File: src/rtl/ipi_doorbell_pkg.sv
package ipi_doorbell_pkg;

    typedef enum logic [2:0] {
        SEL_WHOAMI = 3'd0,
        SEL_EVENT  = 3'd1,
        SEL_SEND   = 3'd2,
        SEL_ACK    = 3'd3,
        SEL_MSET   = 3'd4,
        SEL_MCLR   = 3'd5,
        SEL_RSV6   = 3'd6,
        SEL_RSV7   = 3'd7
    } reg_sel_e;

    // bit 1 = ringing, bit 0 = open (unmasked)
    typedef enum logic [1:0] {
        QUIET_MASKED = 2'b00,
        QUIET_OPEN   = 2'b01,
        RING_MASKED  = 2'b10,
        RING_OPEN    = 2'b11
    } slot_state_e;

    localparam int          DATA_W      = 32;
    localparam int          BIT_OTHER   = 0;
    localparam int          BIT_SELF    = 31;
    localparam logic [7:0]  EVT_TYPE_DB = 8'd4;
    localparam logic [15:0] EVT_NUM_OTH = 16'd1;
    localparam logic [15:0] EVT_NUM_SLF = 16'd2;

endpackage

File: src/rtl/ipi_slot.sv
module ipi_slot
    import ipi_doorbell_pkg::*;
(
    input  logic clk,
    input  logic rst_n,
    input  logic set_pend,
    input  logic clr_pend,
    input  logic set_mask,
    input  logic clr_mask,
    input  logic deliver,
    output logic pending,
    output logic masked,
    output logic req
);

    slot_state_e state_q, state_d;

    always_comb begin
        state_d = state_q;
        unique case (state_q)
            QUIET_MASKED: begin
                if (set_pend)      state_d = RING_MASKED;
                else if (clr_mask) state_d = QUIET_OPEN;
            end
            QUIET_OPEN: begin
                if (set_pend)      state_d = RING_OPEN;
                else if (set_mask) state_d = QUIET_MASKED;
            end
            RING_MASKED: begin
                if (clr_pend)      state_d = QUIET_MASKED;
                else if (clr_mask) state_d = RING_OPEN;
            end
            RING_OPEN: begin
                if (clr_pend)                 state_d = QUIET_OPEN;
                else if (set_mask || deliver) state_d = RING_MASKED;
            end
            default: state_d = QUIET_MASKED;
        endcase
    end

    always_ff @(posedge clk) begin
        if (!rst_n) state_q <= QUIET_MASKED;
        else        state_q <= state_d;
    end

    always_comb begin
        pending = 1'b0;
        masked  = 1'b1;
        unique case (state_q)
            QUIET_MASKED: begin pending = 1'b0; masked = 1'b1; end
            QUIET_OPEN:   begin pending = 1'b0; masked = 1'b0; end
            RING_MASKED:  begin pending = 1'b1; masked = 1'b1; end
            RING_OPEN:    begin pending = 1'b1; masked = 1'b0; end
            default:      begin pending = 1'b0; masked = 1'b1; end
        endcase
        req = pending && !masked;
    end

    a_r7_deliver_masks: assert property (@(posedge clk) disable iff (!rst_n)
        deliver |=> (masked && pending));
    a_r4_ack_clears: assert property (@(posedge clk) disable iff (!rst_n)
        clr_pend |=> !pending);
    a_r2_send_rings: assert property (@(posedge clk) disable iff (!rst_n)
        set_pend |=> pending);
    a_r5_unmask_opens: assert property (@(posedge clk) disable iff (!rst_n)
        clr_mask |=> !masked);

endmodule

File: src/rtl/ipi_evt_sel.sv
module ipi_evt_sel
    import ipi_doorbell_pkg::*;
(
    input  logic              hw_busy,
    input  logic              oth_req,
    input  logic              slf_req,
    output logic              take_oth,
    output logic              take_slf,
    output logic [DATA_W-1:0] evt_word
);

    always_comb begin
        take_oth = 1'b0;
        take_slf = 1'b0;
        evt_word = '0;
        if (!hw_busy) begin
            if (oth_req) begin
                take_oth = 1'b1;
                evt_word = {8'h00, EVT_TYPE_DB, EVT_NUM_OTH};
            end else if (slf_req) begin
                take_slf = 1'b1;
                evt_word = {8'h00, EVT_TYPE_DB, EVT_NUM_SLF};
            end
        end
    end

    a_r6_one_pick: assert final ($onehot0({take_oth, take_slf}));

endmodule

File: src/rtl/ipi_doorbell.sv
module ipi_doorbell
    import ipi_doorbell_pkg::*;
#(
    parameter int NUM_CPU = 4,
    localparam int CPU_W   = (NUM_CPU > 1) ? $clog2(NUM_CPU) : 1
) (
    input  logic              clk,
    input  logic              rst_n,
    input  logic              acc_valid,
    input  logic              acc_write,
    input  logic [CPU_W-1:0]  acc_cpu,
    input  logic [2:0]        acc_reg,
    input  logic [31:0]       acc_wdata,
    input  logic [NUM_CPU-1:0] hw_evt_pend,
    output logic              rd_valid,
    output logic [31:0]       rd_data,
    output logic [NUM_CPU-1:0] ipi_req_other,
    output logic [NUM_CPU-1:0] ipi_req_self
);

    localparam int SLOTS = 1 << CPU_W;

    reg_sel_e sel;
    logic     wr, rd;
    logic     cpu_ok;
    logic [SLOTS-1:0] req_oth_pad, req_slf_pad, hw_pad;
    logic [NUM_CPU-1:0] dlv_oth, dlv_slf;
    logic     take_oth, take_slf;
    logic [DATA_W-1:0] evt_word;

    assign sel    = reg_sel_e'(acc_reg);
    assign wr     = acc_valid && acc_write;
    assign rd     = acc_valid && !acc_write;
    assign cpu_ok = (int'(acc_cpu) < NUM_CPU);

    for (genvar c = 0; c < NUM_CPU; c++) begin : g_cpu
        logic own;
        assign own = (int'(acc_cpu) == c);

        ipi_slot u_other (
            .clk      (clk),
            .rst_n    (rst_n),
            .set_pend (wr && sel == SEL_SEND && acc_wdata[c]),
            .clr_pend (wr && sel == SEL_ACK  && own && acc_wdata[BIT_OTHER]),
            .set_mask (wr && sel == SEL_MSET && own && acc_wdata[BIT_OTHER]),
            .clr_mask (wr && sel == SEL_MCLR && own && acc_wdata[BIT_OTHER]),
            .deliver  (dlv_oth[c]),
            .pending  (),
            .masked   (),
            .req      (ipi_req_other[c])
        );

        ipi_slot u_self (
            .clk      (clk),
            .rst_n    (rst_n),
            .set_pend (wr && sel == SEL_SEND && own && acc_wdata[BIT_SELF]),
            .clr_pend (wr && sel == SEL_ACK  && own && acc_wdata[BIT_SELF]),
            .set_mask (wr && sel == SEL_MSET && own && acc_wdata[BIT_SELF]),
            .clr_mask (wr && sel == SEL_MCLR && own && acc_wdata[BIT_SELF]),
            .deliver  (dlv_slf[c]),
            .pending  (),
            .masked   (),
            .req      (ipi_req_self[c])
        );

        assign dlv_oth[c] = rd && sel == SEL_EVENT && own && take_oth;
        assign dlv_slf[c] = rd && sel == SEL_EVENT && own && take_slf;
    end

    always_comb begin
        req_oth_pad = '0;
        req_slf_pad = '0;
        hw_pad      = '0;
        req_oth_pad[NUM_CPU-1:0] = ipi_req_other;
        req_slf_pad[NUM_CPU-1:0] = ipi_req_self;
        hw_pad[NUM_CPU-1:0]      = hw_evt_pend;
    end

    ipi_evt_sel u_sel (
        .hw_busy  (hw_pad[acc_cpu] || !cpu_ok),
        .oth_req  (req_oth_pad[acc_cpu]),
        .slf_req  (req_slf_pad[acc_cpu]),
        .take_oth (take_oth),
        .take_slf (take_slf),
        .evt_word (evt_word)
    );

    always_ff @(posedge clk) begin
        if (!rst_n) begin
            rd_valid <= 1'b0;
            rd_data  <= '0;
        end else begin
            rd_valid <= rd;
            if (rd) begin
                unique case (sel)
                    SEL_WHOAMI: rd_data <= DATA_W'(acc_cpu);
                    SEL_EVENT:  rd_data <= evt_word;
                    default:    rd_data <= '0;
                endcase
            end
        end
    end

    a_r6_single_delivery: assert property (@(posedge clk) disable iff (!rst_n)
        $onehot0({dlv_oth, dlv_slf}));
    a_r9_whoami: assert property (@(posedge clk) disable iff (!rst_n)
        (rd && sel == SEL_WHOAMI) |=> (rd_valid && rd_data == 32'($past(acc_cpu))));
    a_r8_hw_blocks: assert property (@(posedge clk) disable iff (!rst_n)
        (rd && sel == SEL_EVENT && cpu_ok && hw_pad[acc_cpu]) |=>
            (rd_data == '0 && $stable(ipi_req_other) && $stable(ipi_req_self)));
    a_r10_other_reads_zero: assert property (@(posedge clk) disable iff (!rst_n)
        (rd && sel != SEL_WHOAMI && sel != SEL_EVENT) |=> (rd_data == '0));
    a_r1_reset_quiet: assert property (@(posedge clk)
        $past(!rst_n) |-> (ipi_req_other == '0 && ipi_req_self == '0));

endmodule

File: config.mk
export PLATFORM = sky130hd
export DESIGN_NAME = ipi_doorbell
export DESIGN_NICKNAME = d
export VERILOG_FILES = /design/src/rtl/ipi_doorbell_pkg.sv /design/src/rtl/ipi_slot.sv /design/src/rtl/ipi_evt_sel.sv /design/src/rtl/ipi_doorbell.sv
export SDC_FILE = /design/constraint.sdc
export NUM_CORES = 1
export LEC_CHECK = 0
export ABC_AREA = 1
export BUFFER_PORTS_ARGS = -buffer_cell sky130_fd_sc_hd__buf_2
export CAP_MARGIN = 20
export CORE_MARGIN = 1
export CORE_UTILIZATION = 41
export CTS_BUF_LIST = sky130_fd_sc_hd__clkbuf_16
export DETAILED_ROUTE_END_ITERATION = 16
export MAX_ROUTING_LAYER = met4
export PLACE_DENSITY = 0.7
export SYNTH_ARGS = -nofsm -noshare
export SYNTH_HDL_FRONTEND = slang
export SYNTH_SLANG_ARGS = --single-unit
export TNS_END_PERCENT = 1
File: constraint.sdc
create_clock -name clk -period 3 [get_ports clk]
set_input_delay 0.45 -clock clk [delete_from_list [all_inputs] [get_ports clk]]
set_output_delay 0.45 -clock clk [all_outputs]
set_load 0.005 [all_outputs]
==> flow_summary.html <==
<table>
<tr><th>Metric</th><th>Value</th></tr>
<tr><th colspan="2">Status</th></tr>
<tr><td>Outcome</td><td>finished, final reports clean</td></tr>
<tr><th colspan="2">Critical path</th></tr>
<tr><td>Critical setup path kind</td><td>in -&gt; reg</td></tr>
<tr><td>Crit path capture</td><td>g_cpu[1].u_self.state_q[0]</td></tr>
<tr><td>FF-to-FF setup slack</td><td>about 1.5 ns</td></tr>
<tr><td>WP data required</td><td>about 3.2 ns</td></tr>
<tr><td>Worst R2R End</td><td>g_cpu[2].u_self.state_q[0]</td></tr>
<tr><td>Worst-case reg-to-reg path depth</td><td>10</td></tr>
<tr><td>Data arrival time of the critical path</td><td>between 1.5 and 2 ns</td></tr>
<tr><td>Sort of element at the end of the critical path</td><td>register</td></tr>
<tr><td>Launching point of the worst reg2reg path</td><td>g_cpu[1].u_self.state_q[0]</td></tr>
<tr><td>First element of the critical path</td><td>acc_reg[2]</td></tr>
<tr><td>Type of element launching the critical path</td><td>input port</td></tr>
<tr><td>Largest fanout on the critical path</td><td>15</td></tr>
<tr><th colspan="2">Flow run</th></tr>
<tr><td>Max-cap violation count</td><td>0</td></tr>
<tr><th colspan="2">Route</th></tr>
<tr><td>Avg WL per Cell</td><td>about 11 µm</td></tr>
<tr><td>Remaining design rule violation count</td><td>0</td></tr>
<tr><td>Number of vias per cell after detailed routing</td><td>~4.8</td></tr>
<tr><td>Via Count</td><td>about 2200</td></tr>
<tr><td>First drt pass iteration count</td><td>5</td></tr>
<tr><td>Total wire length</td><td>4950 µm</td></tr>
<tr><td>Number of nets with antenna violations after detailed routing</td><td>0</td></tr>
<tr><td>Number of DRC violations after detailed-routing iteration 0</td><td>between 100 and 150</td></tr>
<tr><th colspan="2">Clock network</th></tr>
<tr><td>Worst skew pair latency</td><td>0.25 ns</td></tr>
<tr><td>Number of sinks handled by clock tree synthesis</td><td>20</td></tr>
<tr><td>Clock slew seen by the registers of the worst setup and hold paths</td><td>approximately 0.060 ns</td></tr>
<tr><td>CTS tree</td><td>done</td></tr>
<tr><td>Number of buffers inserted for hold repair after clock tree synthesis</td><td>0</td></tr>
<tr><td>Clock tree buffer depth</td><td>2</td></tr>
<tr><td>Htree depth</td><td>1</td></tr>
<tr><td>Setup Fix Bufs, Post-CTS</td><td>0</td></tr>
<tr><td>Root buf cell</td><td>clkbuf_16</td></tr>
<tr><td>Number of buffers inserted during clock tree synthesis</td><td>3</td></tr>
<tr><td>Resize count post-CTS</td><td>0</td></tr>
<tr><th colspan="2">Timing</th></tr>
<tr><td>Fmax</td><td>around 0.55 GHz</td></tr>
<tr><td>Clock skew</td><td>about 0.0024 ns</td></tr>
<tr><td>Setup TNS</td><td>0 ns</td></tr>
<tr><td>Final slew viol count</td><td>0</td></tr>
<tr><td>Slew margin rel.</td><td>0.5588</td></tr>
<tr><td>Final hold violation count</td><td>0</td></tr>
<tr><td>Worst-margin pin slew</td><td>0.6596 ns</td></tr>
<tr><td>Fin crit share</td><td>0.6030</td></tr>
<tr><td>Setup-failing EPs final</td><td>0</td></tr>
<tr><td>Final Critical Period</td><td>between 1.5 and 2 ns</td></tr>
<tr><td>Unrepaired setup endpoints after global routing</td><td>false</td></tr>
<tr><th colspan="2">Power and ir drop</th></tr>
<tr><td>Proportion of total power due to net switching</td><td>0.2788</td></tr>
<tr><td>Peak VDD IR</td><td>225.6 µV</td></tr>
<tr><td>Comb power frac</td><td>0.157</td></tr>
<tr><td>Sequential group share of total power</td><td>0.413</td></tr>
<tr><td>Lkg Pwr</td><td>about 0.0011 µW</td></tr>
<tr><td>Switching power total</td><td>~180 µW</td></tr>
<tr><td>Share of total power in the clock network</td><td>0.430</td></tr>
<tr><td>Power consumption</td><td>~660 µW</td></tr>
<tr><td>Internal power consumption</td><td>approximately 480 µW</td></tr>
<tr><td>Power density over the cells</td><td>296.6 nW/µm²</td></tr>
<tr><th colspan="2">Final layout</th></tr>
<tr><td>Area grow syn2layout</td><td>4.575%</td></tr>
<tr><td>Number of nets in the finished design</td><td>roughly 440</td></tr>
<tr><td>Area used by multi-input combinational logic</td><td>about 1300 µm²</td></tr>
<tr><td>Share of layout cells above drive strength 1</td><td>0.1595</td></tr>
<tr><td>Post-route non-filler standard cell count</td><td>between 400 and 500</td></tr>
<tr><td>Storage element area</td><td>400.4 µm²</td></tr>
<tr><td># fillers</td><td>between 500 and 600</td></tr>
<tr><td>Total inserted antenna cells</td><td>0</td></tr>
<tr><th colspan="2">GRT</th></tr>
<tr><td>Wire length of the first global-routing pass</td><td>~8000 µm</td></tr>
<tr><td>Maximum number of pins on one net before global-route repair</td><td>18</td></tr>
<tr><td>Leftover overflow at the end of global routing</td><td>0</td></tr>
<tr><td>Antenna violations before repair</td><td>0</td></tr>
<tr><td>Via count of the first global-routing pass</td><td>around 1900</td></tr>
<tr><td>Global-route total usage across every layer</td><td>0.1956</td></tr>
<tr><th colspan="2">Logic synthesis</th></tr>
<tr><td>Synthesized instance count</td><td>between 300 and 400</td></tr>
<tr><td>Register bit total from synthesis</td><td>20</td></tr>
<tr><td>Post-synthesis sequential area ratio</td><td>0.1877</td></tr>
<tr><td>Synth top area cells</td><td>nand2_1 (20%), dfxtp_1 (19%), buf_4 (13%), nand3_1 (8.4%), inv_1 (7.7%)</td></tr>
<tr><td>Yosys warnings</td><td>0</td></tr>
<tr><td>Yosys top cell area share</td><td>0.1953</td></tr>
<tr><td>Netlist area before placement</td><td>2133 µm²</td></tr>
<tr><td>Mean area per synthesized cell</td><td>around 5.7 µm²</td></tr>
<tr><td>Largest area contributor in the synthesized netlist</td><td>nand2_1</td></tr>
<tr><td>Count of cell types in the netlist</td><td>28</td></tr>
<tr><th colspan="2">Die</th></tr>
<tr><td>Y dimension of the die</td><td>between 70 and 80 µm</td></tr>
<tr><td>Width of the die</td><td>~74 µm</td></tr>
<tr><td>Die area</td><td>between 5000 and 6000 µm²</td></tr>
<tr><td>Total I/O pin count</td><td>between 80 and 90</td></tr>
<tr><td>Effective utilization at floorplan</td><td>0.4400</td></tr>
<tr><td>Core footprint</td><td>around 4800 µm²</td></tr>
<tr><td>Num rows</td><td>25</td></tr>
<tr><th colspan="2">Min path</th></tr>
<tr><td>Path category of the worst min-delay check</td><td>in -&gt; reg</td></tr>
<tr><th colspan="2">Placed design</th></tr>
<tr><td>PortBufs</td><td>29</td></tr>
<tr><td>Detailed placement HPWL</td><td>approximately 3900 µm</td></tr>
<tr><td>Routability Congestion</td><td>0.9836</td></tr>
<tr><td>Total instance count after detailed placement</td><td>between 400 and 500</td></tr>
</table>
## worst min path at each step
stage,from,to,slack (ns),cells after the start
after floorplan,rd_data[18],rd_data[18],0.46,2
after global placement,rd_data[18],rd_data[18],0.45,2
after detailed placement,rd_data[18],rd_data[18],0.46,2
after CTS,rst_n,g_cpu[0].u_other.state_q[0],0.46,3
after global routing,rst_n,g_cpu[2].u_other.state_q[0],0.47,3
final,rst_n,g_cpu[0].u_other.state_q[0],0.46,3
## worst max-delay path: stages
cell,delay (ns)
buf_2,0.13
inv_2,0.08
nand2_2,0.09
nor3_4,0.52
nand2_1,0.16
nand2_1,0.15
nand2_1,0.08
a21oi_1,0.13
nand3_1,0.08
nand2_1,0.06
inv_1,0.03
## flip-flops by register name, indices dropped and copies added (netlist names)
signal,count
rd_valid,1
rd_data,3
g_cpu.u_self.state_q,8
g_cpu.u_other.state_q,8
## power by group through the flow
| stage | Combinational, µW | Clock (µW) | Sequential, µW |
|---|---|---|---|
| 2_1_floorplan | 103 | 0 | 278 |
| 3_3_place_gp | 101 | 0 | 279 |
| 3_5_place_dp | 102 | 0 | 279 |
| 4_1_cts | 103 | 292 | 273 |
| 5_1_grt | 119 | 306 | 274 |
| 6_report | 104 | 285 | 273 |
## cell families after synthesis
group / Yosys count / synth area share
AOI/OAI and AO/OA: 35 / 0.09091
buffers and inverters: 91 / 0.2369
DFF: 20 / 0.1877
other: 1 / 0.001758
and+or+nand+nor: 228 / 0.4827
## stage by stage
stage	util	area, µm²	setup slack [ns]	hold slack, ns
finish	0.4601	2231	1.191	0.4634
global route	0.4601	2231	0.9983	0.4668
CTS	0.4601	2231	1.225	0.4624
detailed placement	0.4439	2152	0.9538	0.4604
global placement	0.4439	2152	0.9823	0.4515
floorplan	-	2238	1.478	0.4618
## cells in the mapped netlist (all sizes together)
cell type and count:
a22oi 2, clkinv 1, inv 49, nor2 54, clkbuf 1, o21ai 4
dfxtp 20, nand3 36, or2 1, conb 1, a21oi 25, nand4 9
o31ai 1, o211ai 3, nand2 121, nor3 6, buf 40, and2 1
## cell usage in the layout, fill, tap and decap left out, drive strengths merged
cell,instances
conb,29
o211ai,3
clkbuf,3
o21ai,4
dfxtp,20
nand4,9
a22oi,2
or2,1
o31ai,1
nor3,6
and2,1
nand3,36
nand2,121
clkinv,2
inv,49
a21oi,25
nor2,54
buf,29
## final cells by class
| cell class | count | area share |
|---|---|---|
| clock buffer | 3 | 0.03365 |
| clock inverter | 1 | 0.001683 |
| tap | 67 | 0.03758 |
| sequential | 20 | 0.1795 |
| multi-input combinational | 292 | 0.5973 |
| timing repair buffer | 29 | 0.06506 |
| inverter | 50 | 0.08525 |
## layer usage
metal  track usage  part of all wire  vias up
met5             -                 0        -
met4       0.03846            0.0044        0
met3       0.04472             0.064        2
met2        0.3212              0.46       66
met1        0.2451              0.47      990
li1              -                 -     1159
Power figures use the tool's default switching activity.
